<file path="src/rtl/exc_entry_pkg.sv">
package exc_entry_pkg;

  typedef enum logic [2:0] {
    ST_IDLE,
    ST_GATE_LO,
    ST_GATE_HI,
    ST_TSS_SP,
    ST_TSS_SS,
    ST_PUSH,
    ST_DONE
  } seq_state_e;

  localparam logic [3:0] GATE_INTR = 4'hE;
  localparam logic [3:0] GATE_TRAP = 4'hF;

  // frame slot numbering; the first two are skipped without a stack switch
  localparam logic [2:0] SLOT_SS  = 3'd0;
  localparam logic [2:0] SLOT_SP  = 3'd1;
  localparam logic [2:0] SLOT_FL  = 3'd2;
  localparam logic [2:0] SLOT_CS  = 3'd3;
  localparam logic [2:0] SLOT_IP  = 3'd4;
  localparam logic [2:0] SLOT_ERR = 3'd5;

  localparam int FL_TRAP_BIT = 8;
  localparam int FL_IE_BIT   = 9;
  localparam int FL_V86_BIT  = 17;

  typedef struct packed {
    logic [15:0] sel;
    logic [31:0] off;
    logic        present;
    logic [1:0]  dpl;
    logic [3:0]  kind;
  } gate_t;

endpackage

</file>
<file path="src/rtl/exc_gate_decode.sv">
module exc_gate_decode
  import exc_entry_pkg::*;
(
  input  logic [31:0] lo_i,
  input  logic [31:0] hi_i,
  output gate_t       gate_o,
  output logic        usable_o,
  output logic        is_intr_o
);
  always_comb begin
    gate_o.sel     = lo_i[31:16];
    gate_o.off     = {hi_i[31:16], lo_i[15:0]};
    gate_o.present = hi_i[15];
    gate_o.dpl     = hi_i[14:13];
    gate_o.kind    = hi_i[11:8];
  end

  assign is_intr_o = (gate_o.kind == GATE_INTR);
  assign usable_o  = gate_o.present && (is_intr_o || gate_o.kind == GATE_TRAP);
endmodule

</file>
<file path="src/rtl/exc_frame_word.sv">
module exc_frame_word
  import exc_entry_pkg::*;
(
  input  logic [2:0]  slot_i,
  input  logic [15:0] ss_i,
  input  logic [31:0] esp_i,
  input  logic [31:0] eflags_i,
  input  logic [15:0] cs_i,
  input  logic [31:0] eip_i,
  input  logic [31:0] err_i,
  output logic [31:0] word_o
);
  always_comb begin
    unique case (slot_i)
      SLOT_SS: word_o = {16'h0, ss_i};
      SLOT_SP: word_o = esp_i;
      SLOT_FL: word_o = eflags_i;
      SLOT_CS: word_o = {16'h0, cs_i};
      SLOT_IP: word_o = eip_i;
      default: word_o = err_i;
    endcase
  end
endmodule

</file>
<file path="src/rtl/exc_entry_seq.sv">
module exc_entry_seq
  import exc_entry_pkg::*;
#(
  parameter int AW             = 32,
  parameter int VW             = 8,
  parameter int EXC_VEC_LIMIT  = 32,
  parameter int TSS_SP0_OFS    = 4,
  parameter int TSS_SS0_OFS    = 8
) (
  input  logic          clk_i,
  input  logic          rst_ni,
  input  logic          req_i,
  input  logic [VW-1:0] vector_i,
  input  logic          err_flag_i,
  input  logic [31:0]   err_code_i,
  input  logic [AW-1:0] idt_base_i,
  input  logic [AW-1:0] tss_base_i,
  input  logic [15:0]   ss_i,
  input  logic [31:0]   esp_i,
  input  logic [15:0]   cs_i,
  input  logic [31:0]   eip_i,
  input  logic [31:0]   eflags_i,
  output logic          rd_req_o,
  output logic [AW-1:0] rd_addr_o,
  input  logic [31:0]   rd_data_i,
  input  logic          rd_valid_i,
  output logic          wr_en_o,
  output logic [AW-1:0] wr_addr_o,
  output logic [31:0]   wr_data_o,
  output logic          done_o,
  output logic          fault_o,
  output logic [15:0]   new_cs_o,
  output logic [31:0]   new_eip_o,
  output logic [31:0]   new_eflags_o,
  output logic [15:0]   new_ss_o,
  output logic [31:0]   new_esp_o
);
  localparam int          DESC_SHIFT = 3;
  localparam logic [AW-1:0] WORD_B   = AW'(4);

  seq_state_e st_q;
  logic [VW-1:0] vec_q;
  logic          errp_q, inner_q, fault_q, gintr_q;
  logic [31:0]   err_q, esp_q, eip_q, efl_q, lo_q, goff_q;
  logic [15:0]   ss_q, cs_q, nss_q, gsel_q;
  logic [AW-1:0] idt_q, tss_q, sp_q, gate_addr;
  logic [2:0]    slot_q, last_slot;

  gate_t g;
  logic  g_ok, g_intr, g_inner;
  logic [31:0] frame_w;

  exc_gate_decode i_dec (
    .lo_i(lo_q), .hi_i(rd_data_i),
    .gate_o(g), .usable_o(g_ok), .is_intr_o(g_intr)
  );

  exc_frame_word i_word (
    .slot_i(slot_q), .ss_i(ss_q), .esp_i(esp_q), .eflags_i(efl_q),
    .cs_i(cs_q), .eip_i(eip_q), .err_i(err_q), .word_o(frame_w)
  );

  assign g_inner   = g.sel[1:0] < cs_q[1:0];
  assign gate_addr = idt_q + (AW'(vec_q) << DESC_SHIFT);
  assign last_slot = errp_q ? SLOT_ERR : SLOT_IP;

  always_comb begin
    rd_req_o  = 1'b1;
    rd_addr_o = gate_addr;
    unique case (st_q)
      ST_GATE_LO: rd_addr_o = gate_addr;
      ST_GATE_HI: rd_addr_o = gate_addr + WORD_B;
      ST_TSS_SP:  rd_addr_o = tss_q + AW'(TSS_SP0_OFS);
      ST_TSS_SS:  rd_addr_o = tss_q + AW'(TSS_SS0_OFS);
      default:    rd_req_o  = 1'b0;
    endcase
  end

  assign wr_en_o   = (st_q == ST_PUSH);
  assign wr_addr_o = sp_q - WORD_B;
  assign wr_data_o = frame_w;
  assign done_o    = (st_q == ST_DONE);
  assign fault_o   = done_o && fault_q;

  always_ff @(posedge clk_i or negedge rst_ni) begin
    if (!rst_ni) begin
      st_q <= ST_IDLE;
      {vec_q, errp_q, inner_q, fault_q, gintr_q} <= '0;
      {err_q, esp_q, eip_q, efl_q, lo_q, goff_q} <= '0;
      {ss_q, cs_q, nss_q, gsel_q} <= '0;
      {idt_q, tss_q, sp_q} <= '0;
      slot_q <= '0;
      new_cs_o <= '0; new_eip_o <= '0; new_eflags_o <= '0;
      new_ss_o <= '0; new_esp_o <= '0;
    end else begin
      unique case (st_q)
        ST_IDLE: if (req_i) begin
          vec_q   <= vector_i;
          errp_q  <= err_flag_i && (int'(vector_i) < EXC_VEC_LIMIT);
          err_q   <= err_code_i;
          idt_q   <= idt_base_i;
          tss_q   <= tss_base_i;
          ss_q    <= ss_i;
          esp_q   <= esp_i;
          cs_q    <= cs_i;
          eip_q   <= eip_i;
          efl_q   <= eflags_i;
          fault_q <= 1'b0;
          st_q    <= ST_GATE_LO;
        end
        ST_GATE_LO: if (rd_valid_i) begin
          lo_q <= rd_data_i;
          st_q <= ST_GATE_HI;
        end
        ST_GATE_HI: if (rd_valid_i) begin
          gsel_q  <= g.sel;
          goff_q  <= g.off;
          gintr_q <= g_intr;
          if (!g_ok) begin
            fault_q      <= 1'b1;
            new_cs_o     <= cs_q;
            new_eip_o    <= eip_q;
            new_eflags_o <= efl_q;
            new_ss_o     <= ss_q;
            new_esp_o    <= esp_q;
            st_q         <= ST_DONE;
          end else if (g_inner) begin
            inner_q <= 1'b1;
            st_q    <= ST_TSS_SP;
          end else begin
            inner_q <= 1'b0;
            sp_q    <= AW'(esp_q);
            nss_q   <= ss_q;
            slot_q  <= SLOT_FL;
            st_q    <= ST_PUSH;
          end
        end
        ST_TSS_SP: if (rd_valid_i) begin
          sp_q <= AW'(rd_data_i);
          st_q <= ST_TSS_SS;
        end
        ST_TSS_SS: if (rd_valid_i) begin
          nss_q  <= rd_data_i[15:0];
          slot_q <= SLOT_SS;
          st_q   <= ST_PUSH;
        end
        ST_PUSH: begin
          sp_q   <= sp_q - WORD_B;
          slot_q <= slot_q + 3'd1;
          if (slot_q == last_slot) begin
            new_cs_o  <= gsel_q;
            new_eip_o <= goff_q;
            new_eflags_o <= efl_q & ~((32'h1 << FL_V86_BIT) | (32'h1 << FL_TRAP_BIT) |
                                      (gintr_q ? (32'h1 << FL_IE_BIT) : 32'h0));
            new_ss_o  <= nss_q;
            new_esp_o <= 32'(sp_q - WORD_B);
            st_q      <= ST_DONE;
          end
        end
        default: st_q <= ST_IDLE;
      endcase
    end
  end

  // completion is a single-cycle pulse
  a_r10_done_pulse: assert property (@(posedge clk_i) disable iff (!rst_ni)
    done_o |=> !done_o);

  // consecutive frame writes step down by one word
  a_r4_push_step: assert property (@(posedge clk_i) disable iff (!rst_ni)
    (wr_en_o && $past(wr_en_o)) |-> (wr_addr_o == $past(wr_addr_o) - WORD_B));

  // read and write ports never active together
  a_r12_port_excl: assert property (@(posedge clk_i) disable iff (!rst_ni)
    !(rd_req_o && wr_en_o));

  // a pending read keeps its address until answered
  a_r12_rd_hold: assert property (@(posedge clk_i) disable iff (!rst_ni)
    (rd_req_o && !rd_valid_i) |=> (rd_req_o && $stable(rd_addr_o)));

  // successful entry leaves trap and virtual-8086 bits clear
  a_r7_flags_clear: assert property (@(posedge clk_i) disable iff (!rst_ni)
    (done_o && !fault_o) |-> (!new_eflags_o[FL_V86_BIT] && !new_eflags_o[FL_TRAP_BIT]));

  // handler stack pointer is the last word written
  a_r8_esp_last: assert property (@(posedge clk_i) disable iff (!rst_ni)
    (done_o && !fault_o) |-> (new_esp_o == 32'($past(wr_addr_o))));

  // a refused gate is preceded by no write
  a_r9_fault_no_write: assert property (@(posedge clk_i) disable iff (!rst_ni)
    fault_o |-> !$past(wr_en_o));
endmodule

</file>
<file path="config.mk">
export PLATFORM = sky130hd
export DESIGN_NAME = exc_entry_seq
export DESIGN_NICKNAME = d
export VERILOG_FILES = /design/src/rtl/exc_entry_pkg.sv /design/src/rtl/exc_gate_decode.sv /design/src/rtl/exc_frame_word.sv /design/src/rtl/exc_entry_seq.sv
export SDC_FILE = /design/constraint.sdc
export NUM_CORES = 1
export LEC_CHECK = 0
export BUFFER_PORTS_ARGS = -buffer_cell sky130_fd_sc_hd__buf_2
export CAP_MARGIN = 20
export CORE_MARGIN = 2
export CORE_UTILIZATION = 60
export DETAILED_ROUTE_END_ITERATION = 8
export PLACE_DENSITY_LB_ADDON = 0.08
export SLEW_MARGIN = 20
export SYNTH_ARGS = -nofsm -noshare
export SYNTH_HDL_FRONTEND = slang
export SYNTH_SLANG_ARGS = --single-unit
export TNS_END_PERCENT = 50
</file>
<file path="constraint.sdc">
create_clock -name clk_i -period 6.2 [get_ports clk_i]
set_input_delay 0 -clock clk_i [delete_from_list [all_inputs] [get_ports clk_i]]
set_output_delay 0 -clock clk_i [all_outputs]
set_load 0.005 [all_outputs]
</file>
# Word-level counts from Yosys, hierarchy flattened
# Cells that the tools add are included.
[word_totals] in_bits=269 out_inout_bits=228 register_bits=497
[classes] reduce_logical=21 eq_ne=22 bitwise_logic=2 addsub=6 n_mux=53 n_lt_le_gt_ge=2
[ops] op="$mux W32" count=13
[ops] op="$pmux W32 S2" count=3
[ops] op="$pmux W32 S3" count=2
[ops] op="$mux W16" count=10
[ops] op="$pmux W32 S5" count=1
[ops] op="$pmux W16 S2" count=3
[ops] op="$add A32 B3 Y32 const B" count=2
[ops] op="$mux W3" count=12
[ops] op="$add A32 B11 Y32" count=1
[ops] op="$add A32 B4 Y32 const B" count=1
[ops] op="$and A32 B32 Y32" count=1
[ops] op="$not A18 Y32" count=1
[ops] op="$sub A32 B3 Y32 const B" count=1
[ops] op="$pmux W3 S6" count=1
[ops] op="$ne A2 B2 Y1 const B" count=8
[ops] op="$reduce_and A5 Y1" count=3
[ops] op="$eq A3 B2 Y1 const B" count=4
[ops] op="$eq A3 B3 Y1 const B" count=4
[ops] op="$mux W10" count=1
[ops] op="$pmux W3 S3" count=1
[ops] op="$eq A4 B4 Y1 const B" count=2
[ops] op="$lt A8 B6 Y1 const B" count=1
[ops] op="$reduce_and A4 Y1" count=2
[ops] op="$eq A3 B1 Y1 const B" count=2
[ops] op="other kinds (14)" count=26

# Longest topological paths before layout
[logic_depth] word_depth=6 depth_mapped=16

# Modules after synthesis
# A second synthesis with hierarchy kept.
[unflattened] hier_cells=2540 hier_area_um2=25520.7
[by_module_without_submodules] mod="exc_entry_seq" area_per_inst_um2=23535.1 cells_each=2233 n_inst=1 seq_area_each_um2=12436.9
[by_module_without_submodules] mod="exc_frame_word" area_per_inst_um2=1554.0 cells_each=250 n_inst=1 seq_area_each_um2=0.0
[by_module_without_submodules] mod="exc_gate_decode" area_per_inst_um2=431.7 cells_each=57 n_inst=1 seq_area_each_um2=0.0

# Worst setup path before layout
# Ideal clock, no wire load.
[synth_timing] kind="register -> output" startpoint="register st_q[2]" endpoint="output rd_addr_o[30]" t_required_ps=6200 slack_ps=2316 path_stages_with_launch=17 arrival_ps=3884 path_buffers=6 cell_sequence="dfrtp_1 buf_2 and3b_1 clkbuf_1 clkbuf_1 clkbuf_1 clkbuf_1 clkbuf_1 nand2_1 nand2_1 ha_1 nand2_1 nor4_1 nand4b_1 nor4b_1 xnor2_1 o21ai_0"
[synth_via] elab_chain_len=2 word_cells_on_any_way=4
[synth_rtl] element="from (decl)" line="exc_entry_seq.sv:41" text="seq_state_e st_q;"
[synth_rtl] element="from (signal assigned)" line="exc_entry_seq.sv:87" text="st_q <= ST_IDLE;"
[synth_rtl] element="from (signal assigned)" line="exc_entry_seq.sv:109" text="st_q <= ST_GATE_LO;"
[synth_rtl] element="from (signal assigned)" line="exc_entry_seq.sv:113" text="st_q <= ST_GATE_HI;"
[synth_rtl] element="$eq A3 B3 Y1 / $eq A3 B2 Y1 (equally long branches)" line="exc_entry_seq.sv:70" text="unique case (st_q)"
[synth_rtl] element="$pmux W32 S3 *" line="exc_entry_seq.sv:70"
[synth_rtl] element="to (decl)" line="exc_entry_seq.sv:24" text="output logic [AW-1:0] rd_addr_o,"
# Mark *: on every way between the ends. The rest lies on a longest branch, timed or not.

# Worst setup path in the final report
[layout_timing] startpoint="register vec_q[0]" endpoint="output rd_addr_o[30]"
[layout_via] elab_chain_len=3
[layout_rtl] element="from (decl)" line="exc_entry_seq.sv:42" text="logic [VW-1:0] vec_q;"
[layout_rtl] element="from (signal assigned)" line="exc_entry_seq.sv:98" text="vec_q <= vector_i;"
[layout_rtl] element="$add A32 B11 Y32 *" line="exc_entry_seq.sv:64" text="assign gate_addr = idt_q + (AW'(vec_q) << DESC_SHIFT);"
[layout_rtl] element="$add A32 B3 Y32" line="exc_entry_seq.sv:72" text="ST_GATE_HI: rd_addr_o = gate_addr + WORD_B;"
[layout_rtl] element="$pmux W32 S3 *" line="exc_entry_seq.sv:70"
# Marked as above.

==> results.yml <==
clock_network:
  cts_tree: "yes"
  clkSinkCount: 497
  path_clk_slew_ps: 60
  clockBufferDepth: 3
  ctsResizeCount: 0
  cts_buffers: 52
  cts.root.buffer_cell: "clkbuf_16"
  htreeDepth: 2
  clk_latency_ps: 630
floorplanning:
  core-area_um2: 40650
  die_w_um: 206.4
  num_io_pins: 497
  num_rows: 74
  die_area_um2: 42590
  dieHeight_um: 206.4
  start_util_pct: 60.46
setup_path:
  rr_endpoint: "sp_q[29]$_DFFE_PN0P_"
  crit_chain: "ha_1 -> fa_1 -> a211oi_1 -> o21ai_0 -> xor2_1 -> mux2i_1 -> nor4_1 -> nand4b_1 -> nor4b_1 -> xnor2_1 -> o21ai_0 -> buf_2"
  cp_slowest_cell: "nor4_1"
  critPathLaunchType: "flop"
  worst_path_most_repeated_cell: "o21ai_0"
  worstPathRequired_ps: 6200
  path_class: "reg -> out"
  endpoint: "rd_addr_o[30]"
  critPathLaunch: "vec_q[0]$_DFFE_PN0P_"
  worstPathArrival_ps: 5170
  crit_cells: 12
  crit_buf_inv: 1
  rr_startpoint: "st_q[2]$_DFFE_PN0P_"
  endpoint_kind: "primary output"
  reg2regPathDepth: 7
  worstPathMaxFanout: 8
  critical-path-max-stage-delay_ps: 690
  ff2ff_setup_slack_ps: 2540
  cp_top_family: "simple AND/OR/NAND/NOR gates"
global_routing:
  grt_pass1_wl_um: 133000
  antenna_found_initial: 9
  gr-total-overflow: 0
  track_usage_pct: 41.44
  first_global_vias: 22730
  grt_max_degree: 194
synth:
  yosysWarnings: 0
  synth-compound-area-share_pct: 11.74
  ys_types: 72
  synthXorXnorAreaFrac_pct: 3.671
  synthCells: 2368
  synth.net_count: 2655
  synth_area_um2: 24570
  synth_ff_type: "dfrtp_1"
  syn_area_per_cell_um2: 10.38
  yosys.area_share.adder_pct: 0.9470
  synth_top_family_by_area: "multiplexers"
  synth_seq_area_share_pct: 50.61
  ys_async_sr_fraction_pct: 100.0
  synth_edf_count: 0
  synthSimpleGateAreaFrac_pct: 13.46
  synth.area.mux_share_pct: 16.55
  ys_seq_elements: 497
sta:
  worstMarginPinSlew_ps: 1131
  setup_tns_ps: 0
  finalCriticalPeriod_ps: 5171
  skew_ps: 32.28
  slew_headroom_pct: 24.60
  fin_crit_sh_pct: 83.40
  finalSetupViolCount: 0
  rsz0062_at_grt: "false"
  finalHoldViolCount: 0
  report.final.slew_viol_count: 0
  max_freq_mhz: 193.4
cells_and_area:
  fin_nets: 3325
  final_cell_mix: "dfrtp_1 (496), buf_2 (495), nand2_1 (393), mux2_2 (330), dlygate4sd3_1 (267)"
  regArea_um2: 12440
  multi_input_area_um2: 11480
  design_area_um2: 31830
  drive_gt1_share_pct: 31.24
  fillers: 2591
  syn_to_final_growth_pct: 29.53
  final_common_cell: "dfrtp_1"
power_and_ir_drop:
  pwr-share-comb_pct: 47.7
  ir_worst_vdd_v: 0.0003699
  clockPowerShare_pct: 17.4
  finalPower_mw: 18.37
  pwr-share-seq_pct: 34.9
  p_sw_share_pct: 42.82
  p_int_mw: 10.50
  power.leakage_nw: 14.27
  switchingPower_mw: 7.866
  powerDensity_nw_per_um2: 577.1
route:
  vias: 22610
  post_drt_via_cell_ratio: 6.245
  antenna_left: 0
  drc: 0
  routed_wl_um: 89010
  drtIter0Drc: 2255
  firstDrtPassIters: 9
  wl_per_cell_um: 24.59
placement:
  detailed_place_hpwl_um: 57310
  placed_area_um2: 27350
  place.gp.congestion: 0.9227
  port_buffers: 496
job:
  maxCapViolCount: 0
status:
  status: "complete, no violations"
worst_hold_path:
  min_path_type: "in -> async"
-- area by class of cell --
type	count	area share (%)
clock buffer	72	4.737
antenna	9	0.07076
clock inverter	23	0.7508
inverter	24	0.2909
timing repair buffer	785	16.90
sequential	497	39.08
multi-input combinational	1678	36.08
tap	532	2.091
-- repair_timing --
| action | in CTS | in global routing |
|---|---|---|
| hold buffers | 267 | 0 |
| hold endpoints to repair | 430 | 0 |
| setup buffers | 0 | 0 |
-- power groups by stage --
| stage | clock network, mW | logic, mW | registers (mW) |
|---|---|---|---|
| after global placement | 0 | 8.06 | 6.28 |
| after floorplan | 0 | 5.45 | 5.83 |
| after global routing | 3.35 | 9.40 | 6.59 |
| after CTS | 3.22 | 8.43 | 6.32 |
| final | 3.20 | 8.75 | 6.41 |
| after detailed placement | 0 | 8.24 | 6.34 |
-- worst min-delay path by stage --
stage	from	endpoint	cells past startpoint
after global placement	rst_ni	tss_q[20]$_DFFE_PN0P_	1
after floorplan	rst_ni	cs_q[0]$_DFFE_PN0P_	0
final	rst_ni	tss_q[20]$_DFFE_PN0P_	2
after global routing	req_i	st_q[0]$_DFFE_PN0P_	6
after CTS	req_i	st_q[0]$_DFFE_PN0P_	6
after detailed placement	rst_ni	idt_q[19]$_DFFE_PN0P_	1
-- kinds of logic (layout without fill, tap and decap cells) --
| family | after synthesis | count (layout) |
|---|---|---|
| DFF | 497 | 497 |
| xor gates and xnor gates | 103 | 103 |
| buffers and inverters | 193 | 904 |
| AOI/OAI and AO/OA | 437 | 437 |
| other | 0 | 9 |
| and+or+nand+nor | 755 | 755 |
| adders and majority gates | 18 | 18 |
| muxes | 365 | 365 |
-- metal layers --
layer  part of all wire [%]  routed length [µm]  track usage [%]  vias to the layer above
met1                     37               32860            51.34                    11110
met2                     47               41430            65.62                     1334
met4                    7.1                6355            25.69                        0
met5                      0                   0                0                        -
met3                    9.4                8362            10.12                      362
li1                       -                   -                -                     9800
-- metrics by stage --
| step | hold WS, ps | setup WS (ps) | utilization (%) | cells |
|---|---|---|---|---|
| 2_1_floorplan | -295.6 | 2316 | - | 2368 |
| 6_report | 33.30 | 1029 | 78.31 | 3620 |
| 5_1_grt | 114.3 | 703.9 | 78.30 | 3619 |
| 3_3_place_gp | 90.22 | 1770 | 67.29 | 3248 |
| 4_1_cts | 14.36 | 833.6 | 78.16 | 3610 |
| 3_5_place_dp | 97.21 | 1485 | 67.29 | 3248 |
-- synth_stat cells (all sizes together), types with 17 or more instances --
cell type	number	area [µm²]
dfrtp	497	12440
nand2	396	1489
mux2	330	3716
nor2	170	638.1
clkbuf	150	564.3
o21ai	115	575.6
a31oi	105	656.9
xnor2	56	490.5
a21oi	55	275.3
xor2	47	411.6
mux2i	35	350.3
a22oi	34	255.2
nand3	33	170.2
nor3	30	150.1
a221oi	24	210.2
inv	23	86.33
buf	19	90.09
and2	18	112.6
nand4	18	112.6
nor4	18	112.6
ha	17	212.7
No activity file was read; power rests on OpenSTA's default activity.
